--- src/rtl/vebtb.sv ---
module vebtb #(
  parameter int PC_W  = 32,
  parameter int SETS  = 16,
  parameter int TAG_W = 12,
  parameter int OFS   = 2,
  parameter int W0    = 6,
  parameter int W1    = 10,
  parameter int W2    = 16,
  parameter int W3    = 30
) (
  input  logic            clk,
  input  logic            rst_n,
  input  logic [PC_W-1:0] lk_pc,
  output logic            lk_hit,
  output logic [PC_W-1:0] lk_target,
  input  logic            upd_valid,
  input  logic [PC_W-1:0] upd_pc,
  input  logic [PC_W-1:0] upd_target
);
  localparam int NW    = 4;
  localparam int IDX_W = $clog2(SETS);
  localparam int LEN_W = $clog2(PC_W + 1);
  localparam int WID [NW] = '{W0, W1, W2, W3};

  logic [IDX_W-1:0] lk_idx, up_idx;
  logic [TAG_W-1:0] lk_tag, up_tag;
  logic [NW-1:0]    lk_hv, up_hv, up_occ, fit, first_fit, wr_way;
  logic [NW*SETS-1:0] vq;
  logic [PC_W-1:0]  way_tgt [NW];
  logic [LEN_W-1:0] seg_len;
  logic             too_long;

  assign lk_idx = lk_pc[OFS +: IDX_W];
  assign up_idx = upd_pc[OFS +: IDX_W];
  assign lk_tag = lk_pc[OFS+IDX_W +: TAG_W];
  assign up_tag = upd_pc[OFS+IDX_W +: TAG_W];

  always_comb begin
    logic [PC_W-1:0] diff;
    diff = upd_pc ^ upd_target;
    seg_len = '0;
    for (int i = 0; i < PC_W; i++)
      if (diff[i]) seg_len = LEN_W'(i + 1);
  end

  for (genvar g = 0; g < NW; g++) begin : g_way
    localparam int W = WID[g];
    logic [SETS-1:0]  v_q;
    logic [TAG_W-1:0] tag_q [SETS];
    logic [W-1:0]     seg_q [SETS];

    assign vq[g*SETS +: SETS] = v_q;
    assign fit[g]    = 32'(seg_len) <= W;
    assign lk_hv[g]  = v_q[lk_idx] && tag_q[lk_idx] == lk_tag;
    assign up_hv[g]  = v_q[up_idx] && tag_q[up_idx] == up_tag;
    assign up_occ[g] = v_q[up_idx] && !up_hv[g];
    assign way_tgt[g] = {lk_pc[PC_W-1:W], seg_q[lk_idx]};

    always_ff @(posedge clk) begin
      if (!rst_n)
        v_q <= '0;
      else if (wr_way[g])
        v_q[up_idx] <= 1'b1;
      else if (upd_valid && up_hv[g])
        v_q[up_idx] <= 1'b0;
    end

    always_ff @(posedge clk) begin
      if (wr_way[g]) begin
        tag_q[up_idx] <= up_tag;
        seg_q[up_idx] <= upd_target[W-1:0];
      end
    end
  end

  assign too_long  = !fit[NW-1];
  assign first_fit = fit & ~(fit << 1);

  always_comb begin
    logic found;
    wr_way = '0;
    found  = 1'b0;
    for (int g = 0; g < NW; g++)
      if (!found && fit[g] && !up_occ[g]) begin
        wr_way[g] = 1'b1;
        found = 1'b1;
      end
    if (!found) wr_way = first_fit;
    if (!upd_valid) wr_way = '0;
  end

  always_comb begin
    lk_target = '0;
    for (int g = 0; g < NW; g++)
      if (lk_hv[g]) lk_target = lk_target | way_tgt[g];
  end

  assign lk_hit = |lk_hv;
endmodule

--- config.mk ---
export PLATFORM = sky130hd
export DESIGN_NAME = vebtb
export DESIGN_NICKNAME = d
export VERILOG_FILES = /design/src/rtl/vebtb.sv
export SDC_FILE = /design/constraint.sdc
export NUM_CORES = 2
export LEC_CHECK = 0
export BUFFER_PORTS_ARGS = -buffer_cell sky130_fd_sc_hd__buf_4
export CAP_MARGIN = 40
export CORE_UTILIZATION = 30
export CTS_CLUSTER_DIAMETER = 30
export CTS_CLUSTER_SIZE = 25
export DETAILED_ROUTE_END_ITERATION = 8
export SYNTH_ARGS = -nofsm -noshare
export SYNTH_HDL_FRONTEND = slang
export SYNTH_SLANG_ARGS = --single-unit
--- constraint.sdc ---
create_clock -name clk -period 6.5 [get_ports clk]
set_input_delay 0 -clock clk [delete_from_list [all_inputs] [get_ports clk]]
set_output_delay 0 -clock clk [all_outputs]
set_load 0.03 [all_outputs]
## After elaboration in Yosys (flattened, before gate mapping)

Memory sizes are Yosys's and may differ from the RTL's.
Index checks and enable logic that the tools add are counted.

| storage, ports and cells | value |
|---|---|
| input bits | 99 |
| memories kept | 8 |
| output and inout port bits | 33 |
| bits in writable memories | 1760 |
| word-level logic and storage cells | 161 |
| register bits after elaboration | 64 |

Memories:

| name | depth | bits a word | rd ports | clocked after memory_dff | write ports | RTL line | RTL |
|---|---|---|---|---|---|---|---|
| g_way[3].seg_q | 16 | 30 | 1 | 0 | 1 | 50 | `logic [W-1:0] seg_q [SETS];` |
| g_way[2].seg_q | 16 | 16 | 1 | 0 | 1 | 50 |  |
| g_way[0].tag_q | 16 | 12 | 2 | 0 | 1 | 49 | `logic [TAG_W-1:0] tag_q [SETS];` |
| g_way[1].tag_q | 16 | 12 | 2 | 0 | 1 | 49 |  |
| g_way[2].tag_q | 16 | 12 | 2 | 0 | 1 | 49 |  |
| g_way[3].tag_q | 16 | 12 | 2 | 0 | 1 | 49 |  |
| 2 more memories | n/a | n/a | n/a | n/a | n/a | n/a |  |

| operators by class | value |
|---|---|
| $lt $le $gt $ge | 7 |
| multiplexer cells | 79 |
| equality and inequality tests | 8 |
| reductions and logical operators | 40 |
| bitwise logic cells | 15 |

Operator list:

| operator | count |
|---|---|
| $mux 6 | 30 |
| $mux 16 | 8 |
| $mux 32 | 4 |
| $eq 12x12->1 | 8 |
| $or 32x32->32 | 3 |
| $and 16x16->16 | 4 |
| $or 16x16->16 | 4 |
| $bmux 1 s4 | 8 |
| $xor 32x32->32 | 1 |
| $mux 1 | 25 |
| $logic_and 1x1->1 | 24 |
| $not 16->16 | 1 |
| $le 6x5->1 const B | 2 |
| $logic_not 1->1 | 11 |
| $lt 4x5->1 const B | 2 |
| $mux 4 | 2 |
| $reduce_bool 2->1 | 4 |
| $le 6x3->1 const B | 1 |
| $le 6x4->1 const B | 1 |
| $and 4x4->4 | 1 |
| $demux 1 s4 | 1 |
| $ge 4x1->1 const B | 1 |
| $not 4->4 | 1 |
| $reduce_or 4->1 | 1 |
| $mux 2 | 1 |

## Depth between registers and ports, before layout

| depth | value |
|---|---|
| depth after elaboration | 52 |
| depth in mapped cells | 17 |
| gate-level depth less buffers | 10 |

## Least setup slack after synthesis

No wires, ideal clock.

| path | value |
|---|---|
| kind | register -> register |
| start | memory g_way[2].tag_q[10][9] |
| end | memory g_way[2].seg_q[0][0] in the netlist's numbering, enable pin |
| setup time | 0.448 ns |
| clock period less this slack | 5.108 ns |
| required time | 6.052 ns |
| buffers on the path | 1 |
| stages on the path, launching flop included | 12 |
| setup slack | 1.392 ns |
| arrival time | 4.660 ns |
| path through | edfxtp_1 -> mux4_2 -> mux2i_1 -> xor2_1 -> nand2_1 -> or4_1 -> a2111o_1 -> o21ai_2 -> nand2b_1 -> nor2_1 -> buf_2 -> nor3_1 |

RTL lines:

| what | RTL line |
|---|---|
| start: declaration | 49 |
| end: declaration | 50 |

==> flow_summary.ini <==
[setup_path]
r2r-end = g_way[2].seg_q[2][12]
ff2ff_setup_slack_ps = 1510
crit_family = simple AND/OR/NAND/NOR gates
rr_worst_depth = 12
crit_path_end_kind = output port
worstSetupStartpointType = flop
cp_max_fo = 15
criticalPathCategory = reg -> out
crit_chain = mux4_2, mux4_2, xor2_1, nor4_1, nand3_1, nor3_2, buf_4, or2_1, nand2b_2, nor2_1, nor2b_1, buf_4
slowest_delay_ps = 590
timing.rr.start = g_way[2].tag_q[10][9]
worst_ep_required_time_ps = 6500
cp.arrival_ps = 5130
slowest_stage = or2_1
crit_buf_inv = 2

[timing]
fin_crit_sh_pct = 78.95
fin_setup_tns_ps = 0
setup_viol = 0
relSlewSlack_pct = 31.53
slew_viol_final = 0
rsz0062_at_grt = no
period_minus_slack_ps = 5132
hold_viol_final = 0
clock_skew_ps = 92.02
tightest_slew_ps = 1027
max_freq_ghz = 0.1949

[synthesis]
synth_top_flop_cell = edfxtp_1
yosysWarnings = 0
async_flop_share_pct = 0
netlist_area_um2 = 79210
syn_nets = 3876
syn_avg_cell_area_um2 = 20.97
ys_seq_area_share_pct = 68.34
synthCells = 3777
synth_edf_count = 1760
synth_common_cells = 1760 x edfxtp_1, 736 x mux4_2, 146 x mux2i_1
ys_seq_elements = 1824
yosysUniqueCellTypes = 80
synth_top_cell_area_share_pct = 66.72
synth.most_common_cell = edfxtp_1
netlist_top_cells_area = edfxtp_1 67%, mux4_2 21%, mux2i_1 1.8%, dfxtp_1 1.6%, xnor2_1 0.94%
synth_largest_area_cell = edfxtp_1

[clock_tree]
clock_latency_ps = 970
cts_root_buffer = clkbuf_16
clk_pin_slew_ps = 50
cts_sinks = 1824
cts_resized = 0
htreeDepth = 5
cts_tree = done
cts_max_path_buffers = 4
post_cts_buffers = 0
cts-buffers-inserted = 399
cts_hold_buf = 63

[hold_path]
min_from = upd_pc[6]
holdPathEnd = g_way[1].tag_q[5][0]
holdCritPathClass = in -> reg
min_path_cells = 2

[finish]
stdcell_count = 8125
fillers = 23690
fin_util_pct = 37.71
drive_above_1_share_pct = 38.82
synthToLayoutAreaGrowth_pct = 24.96
seq_area_um2 = 54130
fin_nets = 4382
fin_area_um2 = 98980
multi_input_area_um2 = 23870

[floorplan]
start_util_pct = 30.17
die_h_um = 515.8
die_w_um = 515.8
rows = 188
io_pins = 132
coreArea_um2 = 262500
die_area_um2 = 266100

[placed_design]
dp.cells = 7334
io_buffers = 129
place_area_um2 = 85210
gp_congestion = 0.8522
dp_hpwl_mm = 135.7

[power]
powerDensity_nw_per_um2 = 346.3
total_power_uw = 34280
p_leak_uw = 0.03193
vdd_ir_drop_max_mv = 0.2843

[global_routing]
grt_first_pass_wirelength_mm = 331.4
grtUsageTotal_pct = 17.52
grt_max_degree = 87
grt_pass1_vias = 44600
grt_overflow = 0
antenna_found_initial = 19

[detailed_routing]
vias = 43400
firstDrtPassIters = 5
routed_wl_mm = 235.2
ant_nets = 0
wl_per_cell_um = 28.95
drt_iter0_drc = 5428
via_per_inst = 5.342
remaining_drc_errors = 0

[run]
drv_cap = 0

[outcome]
status = finished clean
==> state kept, by name, summed over array words and instances, names as in the netlist, named ones only <==
register     count
g_way.seg_q    992
g_way.tag_q    768
==> stage by stage <==
stage | setup slack (ps) | hold slack [ps]
floorplan | 1392 | 98.87
global route | 1172 | 21.63
detailed placement | 1122 | 324.7
global placement | 1093 | 309.1
CTS | 1310 | 0.2084
finish | 1368 | 13.43
==> how the worst max path moves through the flow <==
| stage | startpoint | end | slack, ps | cells after the start |
|---|---|---|---|---|
| after floorplan | g_way[2].tag_q[10][9] | g_way[2].seg_q[0][0] | 1390 | 11 |
| after global placement | upd_pc[3] | g_way[3].tag_q[11][2] | 1090 | 14 |
| after detailed placement | upd_pc[3] | g_way[3].seg_q[11][0] | 1120 | 14 |
| after CTS | g_way[0].tag_q[2][6] | lk_target[30] | 1310 | 12 |
| after global routing | g_way[0].tag_q[2][6] | lk_target[31] | 1170 | 12 |
| final | g_way[0].tag_q[0][6] | lk_target[30] | 1370 | 12 |
==> worst reg2reg max path, stage by stage (launching register included) <==
cell and delay (ps):
edfxtp_1 380, mux4_2 470, mux2i_1 180, xor2_1 270
nand2_1 120, or4_1 510, a2111o_1 520, o21ai_2 340
a311o_2 280, nand3_2 540, buf_4 380, nor3_4 190
buf_4 410
==> layout make-up <==
type | count | area share, %
Sequential cell | 1824 | 54.69
Antenna cell | 12 | 0.03034
Inverter | 30 | 0.1163
Clock buffer | 459 | 10.50
Tap cell | 3515 | 4.443
Timing Repair Buffer | 370 | 3.354
Multi-Input combinational cell | 1658 | 24.12
Clock inverter | 257 | 2.754
==> power by group <==
group	internal, uW	total, uW	switching, uW
Combinational	727	1800	1070
Clock	13100	19500	6350
Sequential	13000	13000	16.7
Total	26800	34300	7440
==> per-layer routing <==
metal	part of all wire, %	wire [um]	global-route usage (%)	up-vias
met5	0.020	46	0	-
met4	3.1	7281	6.447	8
met3	8.8	20790	3.842	423
met2	47	111300	27.67	2198
met1	41	95830	23.62	23390
li1	-	-	-	17390
==> cells in the final DEF, fill, tap and decap left out, drive strengths merged, types with 12 or more instances in the layout <==
| cell | instances |
|---|---|
| clkinvlp | 51 |
| o211ai | 53 |
| nor4 | 12 |
| xor2 | 68 |
| edfxtp | 1760 |
| bufinv | 44 |
| a221oi | 16 |
| mux2i | 146 |
| mux2 | 18 |
| diode | 12 |
| mux4 | 736 |
| nor3 | 43 |
| clkbuf | 460 |
| a22o | 24 |
| clkinv | 138 |
| a221o | 12 |
| o21ai | 59 |
| dlygate4sd3 | 63 |
| nor2 | 53 |
| buf | 306 |
| xnor2 | 85 |
| a22oi | 29 |
| nand2 | 82 |
| nand2b | 12 |
| inv | 54 |
| o41ai | 16 |
| a21oi | 18 |
| nand3 | 38 |
| nand4 | 15 |
| a21boi | 21 |
| nor2b | 22 |
| dfxtp | 64 |
==> kinds of logic (layout without fill, tap and decap cells) <==
group / after synthesis / after routing / synth area share, %
AND/OR/NAND/NOR: 310 / 310 / 2.005
flip-flops: 1824 / 1824 / 68.34
buffers and inverters: 295 / 1116 / 1.930
other: 0 / 12 / 0
multiplexers: 900 / 900 / 23.03
XOR/XNOR: 153 / 153 / 1.701
AO/OA/AOI/OAI: 295 / 295 / 2.998
(Power assumes the default switching activity.)
